### src/rtl/nmb_pkg.sv
package nmb_pkg;
  localparam int NIB_W   = 4;
  localparam int DEPTH   = 16;
  localparam int ADDR_W  = $clog2(DEPTH);
  localparam int N_PORTS = 4;
  localparam int SUM_W   = 2 * NIB_W;

  typedef enum logic [NIB_W-1:0] {
    CMD_SWITCH  = 4'd1,
    CMD_COINCFG = 4'd2,
    CMD_COIN    = 4'd4,
    CMD_BOOTFIX = 4'd7,
    CMD_SUM     = 4'd8,
    CMD_SCAN    = 4'd9
  } cmdCode_e;

  typedef struct packed {
    logic wrSwitch;
    logic loadCoin;
    logic coinGo;
    logic wrBoot;
    logic wrSum;
    logic selLow;
    logic selHigh;
    logic capEven;
    logic capOdd;
  } dpStrobe_t;
endpackage

### src/rtl/nmb_datapath.sv
module nmb_datapath
  import nmb_pkg::*;
(
  input  logic                          clk,
  input  logic                          rstN,
  input  logic [ADDR_W-1:0]             hostAddr,
  input  logic [NIB_W-1:0]              hostWrNib,
  input  logic                          hostWe,
  output logic [NIB_W-1:0]              hostRdNib,
  input  dpStrobe_t                     strobe,
  input  logic [N_PORTS-1:0][NIB_W-1:0] inPorts,
  output logic [NIB_W-1:0]              cmdNib,
  output logic [NIB_W-1:0]              outA,
  output logic [NIB_W-1:0]              outB,
  output logic [NIB_W-1:0]              ratio0,
  output logic [NIB_W-1:0]              credit0,
  output logic [NIB_W-1:0]              ratio1,
  output logic [NIB_W-1:0]              credit1
);
  localparam int ARG0 = 9;

  logic [NIB_W-1:0] regFile [DEPTH];
  logic [SUM_W-1:0] nibSum;

  always_comb begin
    nibSum = '0;
    for (int i = ARG0; i < DEPTH; i++) nibSum = nibSum + SUM_W'(regFile[i]);
  end

  assign hostRdNib = regFile[hostAddr];
  assign cmdNib    = regFile[8];

  always_ff @(posedge clk) begin
    if (!rstN) begin
      for (int i = 0; i < DEPTH; i++) regFile[i] <= '0;
      outA    <= '0;
      outB    <= '0;
      ratio0  <= NIB_W'(1);
      credit0 <= NIB_W'(1);
      ratio1  <= NIB_W'(1);
      credit1 <= NIB_W'(1);
    end else begin
      if (hostWe) regFile[hostAddr] <= hostWrNib;
      if (strobe.wrSwitch) begin
        for (int k = 0; k < N_PORTS; k++) regFile[k] <= ~inPorts[k];
        outA <= regFile[ARG0];
        outB <= regFile[ARG0+1];
      end
      if (strobe.loadCoin) begin
        ratio0  <= regFile[ARG0];
        credit0 <= regFile[ARG0+1];
        ratio1  <= regFile[ARG0+2];
        credit1 <= regFile[ARG0+3];
      end
      if (strobe.wrBoot) begin
        regFile[2] <= 4'hE;
        regFile[7] <= 4'h6;
      end
      if (strobe.wrSum) begin
        regFile[0] <= nibSum[SUM_W-1:NIB_W];
        regFile[1] <= nibSum[NIB_W-1:0];
      end
      if (strobe.selLow)  outA <= '0;
      if (strobe.selHigh) outA <= NIB_W'(1);
      if (strobe.capEven)
        for (int k = 0; k < N_PORTS; k++) regFile[2*k] <= ~inPorts[k];
      if (strobe.capOdd)
        for (int k = 0; k < N_PORTS; k++) regFile[2*k+1] <= ~inPorts[k];
    end
  end

  p_even_low_r9: assert property (@(posedge clk) disable iff (!rstN)
    strobe.capEven |-> (outA == '0));
  p_odd_high_r9: assert property (@(posedge clk) disable iff (!rstN)
    strobe.capOdd |-> (outA == NIB_W'(1)));
  p_sum_range_r8: assert property (@(posedge clk) disable iff (!rstN)
    strobe.wrSum |=> (regFile[0] <= 4'd6));
  p_host_store_r2: assert property (@(posedge clk) disable iff (!rstN)
    hostWe |=> (regFile[$past(hostAddr)] == $past(hostWrNib)));
endmodule

### src/rtl/nmb_control.sv
module nmb_control
  import nmb_pkg::*;
#(
  parameter int SETTLE_CYC = 2
) (
  input  logic             clk,
  input  logic             rstN,
  input  logic             runStrobe,
  input  logic [NIB_W-1:0] cmdNib,
  output logic             busy,
  output dpStrobe_t        strobe
);
  localparam int CNT_W = $clog2(SETTLE_CYC + 2);

  typedef enum logic [1:0] {ST_IDLE, ST_DECODE, ST_WAITLO, ST_WAITHI} state_e;

  state_e           state, nextState;
  logic [NIB_W-1:0] cmdQ;
  logic [CNT_W-1:0] cnt;

  assign busy = (state != ST_IDLE);

  always_comb begin
    strobe    = '0;
    nextState = state;
    unique case (state)
      ST_IDLE: if (runStrobe) nextState = ST_DECODE;
      ST_DECODE: begin
        nextState = ST_IDLE;
        case (cmdQ)
          CMD_SWITCH:  strobe.wrSwitch = 1'b1;
          CMD_COINCFG: strobe.loadCoin = 1'b1;
          CMD_COIN:    strobe.coinGo   = 1'b1;
          CMD_BOOTFIX: strobe.wrBoot   = 1'b1;
          CMD_SUM:     strobe.wrSum    = 1'b1;
          CMD_SCAN: begin
            strobe.selLow = 1'b1;
            nextState     = ST_WAITLO;
          end
          default: ;
        endcase
      end
      ST_WAITLO: if (cnt == '0) begin
        strobe.capEven  = 1'b1;
        strobe.selHigh  = 1'b1;
        nextState       = ST_WAITHI;
      end
      ST_WAITHI: if (cnt == '0) begin
        strobe.capOdd = 1'b1;
        nextState     = ST_IDLE;
      end
      default: nextState = ST_IDLE;
    endcase
  end

  always_ff @(posedge clk) begin
    if (!rstN) begin
      state <= ST_IDLE;
      cmdQ  <= '0;
      cnt   <= '0;
    end else begin
      state <= nextState;
      if (state == ST_IDLE && runStrobe) cmdQ <= cmdNib;
      if (strobe.selLow || strobe.capEven) cnt <= CNT_W'(SETTLE_CYC);
      else if (cnt != '0) cnt <= cnt - 1'b1;
    end
  end

  p_run_busy_r3: assert property (@(posedge clk) disable iff (!rstN)
    (runStrobe && !busy) |=> busy);
  p_coin_pulse_r6: assert property (@(posedge clk) disable iff (!rstN)
    strobe.coinGo |=> !strobe.coinGo);
  p_scan_end_r9: assert property (@(posedge clk) disable iff (!rstN)
    strobe.capOdd |=> !busy);
endmodule

### src/rtl/nibble_cmd_ctrl.sv
module nibble_cmd_ctrl
  import nmb_pkg::*;
#(
  parameter int SETTLE_CYC = 2
) (
  input  logic       clk,
  input  logic       rstN,
  input  logic [3:0] hostAddr,
  input  logic [7:0] hostWrData,
  input  logic       hostWrEn,
  output logic [7:0] hostRdData,
  input  logic       runStrobe,
  output logic       busy,
  input  logic [3:0] inA,
  input  logic [3:0] inB,
  input  logic [3:0] inC,
  input  logic [3:0] inD,
  output logic [3:0] outA,
  output logic [3:0] outB,
  output logic       coinGo,
  output logic [3:0] coinRatio0,
  output logic [3:0] coinCredit0,
  output logic [3:0] coinRatio1,
  output logic [3:0] coinCredit1
);
  dpStrobe_t                     strobe;
  logic [NIB_W-1:0]              cmdNib, hostRdNib;
  logic [N_PORTS-1:0][NIB_W-1:0] inPorts;

  assign inPorts    = {inD, inC, inB, inA};
  assign hostRdData = {4'hF, hostRdNib};
  assign coinGo     = strobe.coinGo;

  nmb_control #(.SETTLE_CYC(SETTLE_CYC)) ctrl_i (
    .clk(clk), .rstN(rstN), .runStrobe(runStrobe), .cmdNib(cmdNib),
    .busy(busy), .strobe(strobe)
  );

  nmb_datapath dp_i (
    .clk(clk), .rstN(rstN), .hostAddr(hostAddr), .hostWrNib(hostWrData[3:0]),
    .hostWe(hostWrEn && !busy), .hostRdNib(hostRdNib), .strobe(strobe),
    .inPorts(inPorts), .cmdNib(cmdNib), .outA(outA), .outB(outB),
    .ratio0(coinRatio0), .credit0(coinCredit0),
    .ratio1(coinRatio1), .credit1(coinCredit1)
  );
endmodule

### config.mk
export PLATFORM = sky130hd
export DESIGN_NAME = nibble_cmd_ctrl
export DESIGN_NICKNAME = d
export VERILOG_FILES = /design/src/rtl/nmb_pkg.sv /design/src/rtl/nmb_datapath.sv /design/src/rtl/nmb_control.sv /design/src/rtl/nibble_cmd_ctrl.sv
export SDC_FILE = /design/constraint.sdc
export NUM_CORES = 1
export LEC_CHECK = 0
export BUFFER_PORTS_ARGS = -buffer_cell sky130_fd_sc_hd__buf_2
export CAP_MARGIN = 20
export CELL_PAD_IN_SITES_DETAIL_PLACEMENT = 1
export CELL_PAD_IN_SITES_GLOBAL_PLACEMENT = 2
export CORE_ASPECT_RATIO = 0.5
export CORE_MARGIN = 3
export CORE_UTILIZATION = 39
export DETAILED_ROUTE_END_ITERATION = 16
export PLACE_DENSITY_LB_ADDON = 0.3
export REMOVE_ABC_BUFFERS = 1
export SYNTH_ARGS = -nofsm -noshare
export SYNTH_HDL_FRONTEND = slang
export SYNTH_SLANG_ARGS = --single-unit
### constraint.sdc
create_clock -name clk -period 5.3 [get_ports clk]
set_clock_uncertainty 0.2 [all_clocks]
set_input_delay 0.53 -clock clk [delete_from_list [all_inputs] [get_ports clk]]
set_output_delay 0.53 -clock clk [all_outputs]
set_load 0.05 [all_outputs]
==> impl_metrics.env <==
export IMPL_post_dp_hpwl_um=11900
export IMPL_wl_um=16400
export IMPL_grt_total_usage=0.215
export IMPL_fmax_mhz=205
export IMPL_drc_errors=0
export IMPL_hold_viol=0
export IMPL_drtIter0Drc=374
export IMPL_synthCells=474
export IMPL_ant_nets=0
export IMPL_yosysWarnings=0
export IMPL_cts_root_buf="clkbuf_16"
export IMPL_synth_edf_count=64
export IMPL_stdcell_count=703
export IMPL_first_global_vias=4113
export IMPL_path_delay_family="adder cells"
export IMPL_grt_max_degree=53
export IMPL_final_layout_size_suffix_gt1_frac=0.219
export IMPL_crit_path_max_fanout=4
export IMPL_cp_slowest_cell="fa_1"
export IMPL_power_density_nw_per_um2=305
export IMPL_netlist_area_um2=5500
export IMPL_grt_pass1_wl_um=25400
export IMPL_coreArea_um2=13200
export IMPL_rows=29
export IMPL_r2r_end="dp_i.regFile[0][2]$_DFFE_PP_"
export IMPL_worst_path_most_repeated_cell="fa_1"
export IMPL_tightest_slew_ps=836
export IMPL_clkTransAtPathRegs_ps=70
export IMPL_drv_cap=0
export IMPL_yosysUniqueCellTypes=66
export IMPL_relSlewSlack=0.441
export IMPL_reg2reg_from="dp_i.regFile[9][0]$_SDFFCE_PN0P_"
export IMPL_endpoint_kind="register"
export IMPL_cp_slowest_stage_delay_ps=550
export IMPL_start_util=0.417
export IMPL_ys_flop_type="edfxtp_1"
export IMPL_min_delay_start="dp_i.outB[3]$_SDFFE_PN0P_"
export IMPL_dp_slack_ps=473
export IMPL_nFillCells=1451
export IMPL_maxSlewViolCount=0
export IMPL_fin_ws_ps=412
export IMPL_ys_seq_area_frac=0.466
export IMPL_cp_num_buf_inv=2
export IMPL_arrival_ps=4760
export IMPL_insertion_delay_ps=350
export IMPL_cp_start_kind="register"
export IMPL_holdWs_ps=256
export IMPL_vias=4015
export IMPL_hold_path_endpoint="dp_i.outB[3]$_SDFFE_PN0P_"
export IMPL_critical_path_depth=14
export IMPL_worstHoldPathCells=2
export IMPL_cts_resized=0
export IMPL_cts_sinks=96
export IMPL_peakVddDrop_uv=199
export IMPL_routed_via_density=5.71
export IMPL_ys_ff_latch=96
export IMPL_wl_met1_um=7750
export IMPL_met3_length_um=1180
export IMPL_ctsHtreeMaxLevel=3
export IMPL_critical_path_class="register to register"
export IMPL_io_pins=66
export IMPL_hold_path_class="register to register"
export IMPL_cp_required_ps=5170
export IMPL_wl_met2_um=7220
export IMPL_setup_viol=0
export IMPL_fp_dieW_um=174
export IMPL_cts_buffer_depth=2
export IMPL_rsz0062_at_grt="false"
export IMPL_dp_cells=687
export IMPL_fp_dieH_um=90.0
export IMPL_finalCritPeriodShare=0.922
export IMPL_synth_async_reset_ratio=0
export IMPL_diodes=0
export IMPL_ctsHoldBuffers=0
export IMPL_tritoncts="yes"
export IMPL_syn2layout_area_growth_pct=12.1
export IMPL_drtPass1Iterations=5
export IMPL_io_buffer_count=57
export IMPL_highest_layer="met4"
export IMPL_cts_buffers=9
export IMPL_worstPathCellList="ha_1 -> fa_1 -> xor2_1 -> fa_1 -> inv_1 -> fa_1 -> fa_1 -> inv_1 -> ha_1 -> fa_1 -> a21o_1 -> a21oi_1 -> mux2_1 -> o21ai_0"
export IMPL_antenna_found_initial=0
export IMPL_rr_worst_depth=14
export IMPL_p_leak_nw=2.49
export IMPL_grt_ovfl_total=0
export IMPL_fp_dieArea_um2=15700
export IMPL_post_drt_wl_per_cell_um=23.3
export IMPL_gp_congestion=0.840
export IMPL_utilization=0.467
export IMPL_final_setup_tns_ps=0
export IMPL_finalCriticalPeriod_ps=4890
export IMPL_avgSynthCellArea_um2=11.6
export IMPL_reg2reg_setup_slack_ps=410
export IMPL_fin_nets=571
export IMPL_status="completed"
export IMPL_post_cts_buffers=0
[logic make-up after synthesis]
logic type,Yosys count,share of synthesized area
AND/OR/NAND/NOR,155,0.167
flip-flops,96,0.466
AO/OA/AOI/OAI,86,0.116
buffers and inverters,71,0.0621
multiplexers,33,0.0969
adder cells (fa/ha/maj),27,0.0846
XOR/XNOR,5,0.00796
other,1,0.000681
[metrics by stage]
step	power [W]	area [µm²]
after floorplan	0.00106	5300
after global placement	0.00118	5840
after detailed placement	0.00119	5840
after CTS	0.00189	6170
after global routing	0.00197	6170
final	0.00188	6170
[flip-flops by register name, summed over array words and instances (netlist names), named ones only]
register	count
ctrl_i.cnt	2
dp_i.regFile	64
ctrl_i.cmdQ	4
dp_i.outA	4
dp_i.credit1	4
dp_i.outB	4
dp_i.credit0	4
ctrl_i.state	1
dp_i.ratio0	4
dp_i.ratio1	4
[tightest hold or removal path, delay by kind of cell (launching register included)]
| kind | cells | cell delay (ps) |
|---|---|---|
| AOI/OAI and AO/OA | 1 | 50 |
| DFF | 1 | 310 |
| and+or+nand+nor | 1 | 50 |
[layout make-up]
cell class / count / area (µm²) / area share
sequential: 96 / 2560 / 0.416
tap: 186 / 233 / 0.0377
clock inverter: 5 / 58.8 / 0.00954
inverter: 35 / 131 / 0.0213
clock buffer: 11 / 264 / 0.0428
multi-input combinational: 310 / 2610 / 0.423
timing repair buffer: 60 / 308 / 0.0499
[cells in the final DEF, fill, tap and decap left out, types with 5 or more instances in the layout]
cell type / synthesis / routed
nor2_1: 11 / 11
o21ai_0: 12 / 12
a21boi_0: 11 / 11
nand2_1: 51 / 51
o211ai_1: 5 / 5
clkbuf_16: 0 / 10
dfxtp_1: 32 / 32
mux4_2: 16 / 16
and2_1: 6 / 6
nor3_2: 8 / 8
a22oi_1: 8 / 8
a21o_1: 6 / 6
nand3_1: 12 / 12
and3_1: 6 / 6
ha_1: 10 / 10
mux2i_1: 15 / 15
inv_1: 31 / 31
o221ai_1: 9 / 9
o32ai_1: 9 / 9
nor2b_1: 17 / 17
fa_1: 17 / 17
buf_2: 9 / 57
nor3_1: 13 / 13
a21oi_1: 6 / 6
nand2b_1: 5 / 5
edfxtp_1: 64 / 64
[synth_stat cells, types with 5 or more instances]
cell type,instances,area [µm²]
o221ai_1,9,78.8
and2_1,6,37.5
inv_1,31,116
edfxtp_1,64,1920
a22oi_1,8,60.1
buf_4,9,67.6
fa_1,17,340
mux4_2,16,360
a21boi_0,11,82.6
nand3_1,12,60.1
nand2_1,51,191
dfxtp_1,32,641
o211ai_1,5,37.5
mux2i_1,15,150
buf_1,5,18.8
clkbuf_1,9,33.8
a21o_1,6,45.0
o32ai_1,9,78.8
and3_1,6,37.5
nor2_1,11,41.3
o21ai_0,12,60.1
buf_2,9,45.0
nor2b_1,17,106
nor3_1,13,65.1
nor3_2,8,80.1
ha_1,10,125
nand2b_1,5,31.3
a21oi_1,6,30.0
[power by group]
group          switching (W)  internal [W]  leakage [nW]
registers          0.0000211      0.000821         0.921
clock network       0.000296      0.000411         0.162
logic               0.000212      0.000121          1.41
total               0.000529       0.00135          2.49
[metal layers]
| layer | vias to the layer above | track usage |
|---|---|---|
| met3 | 17 | 0.0518 |
| met2 | 144 | 0.318 |
| met1 | 2040 | 0.318 |
| met5 | - | 0 |
| met4 | 0 | 0.0495 |
| li1 | 1814 | - |
[worst max-delay path by stage]
stage                                                 start                      endpoint
after global routing       dp_i.regFile[9][0]$_SDFFCE_PN0P_  dp_i.regFile[0][2]$_DFFE_PP_
after detailed placement   dp_i.regFile[9][0]$_SDFFCE_PN0P_  dp_i.regFile[0][2]$_DFFE_PP_
after global placement     dp_i.regFile[9][0]$_SDFFCE_PN0P_  dp_i.regFile[0][2]$_DFFE_PP_
after CTS                  dp_i.regFile[9][0]$_SDFFCE_PN0P_  dp_i.regFile[0][2]$_DFFE_PP_
final                      dp_i.regFile[9][0]$_SDFFCE_PN0P_  dp_i.regFile[0][2]$_DFFE_PP_
after floorplan           dp_i.regFile[10][0]$_SDFFCE_PN0P_  dp_i.regFile[0][2]$_DFFE_PP_
No activity file was read; power rests on OpenSTA's default activity.
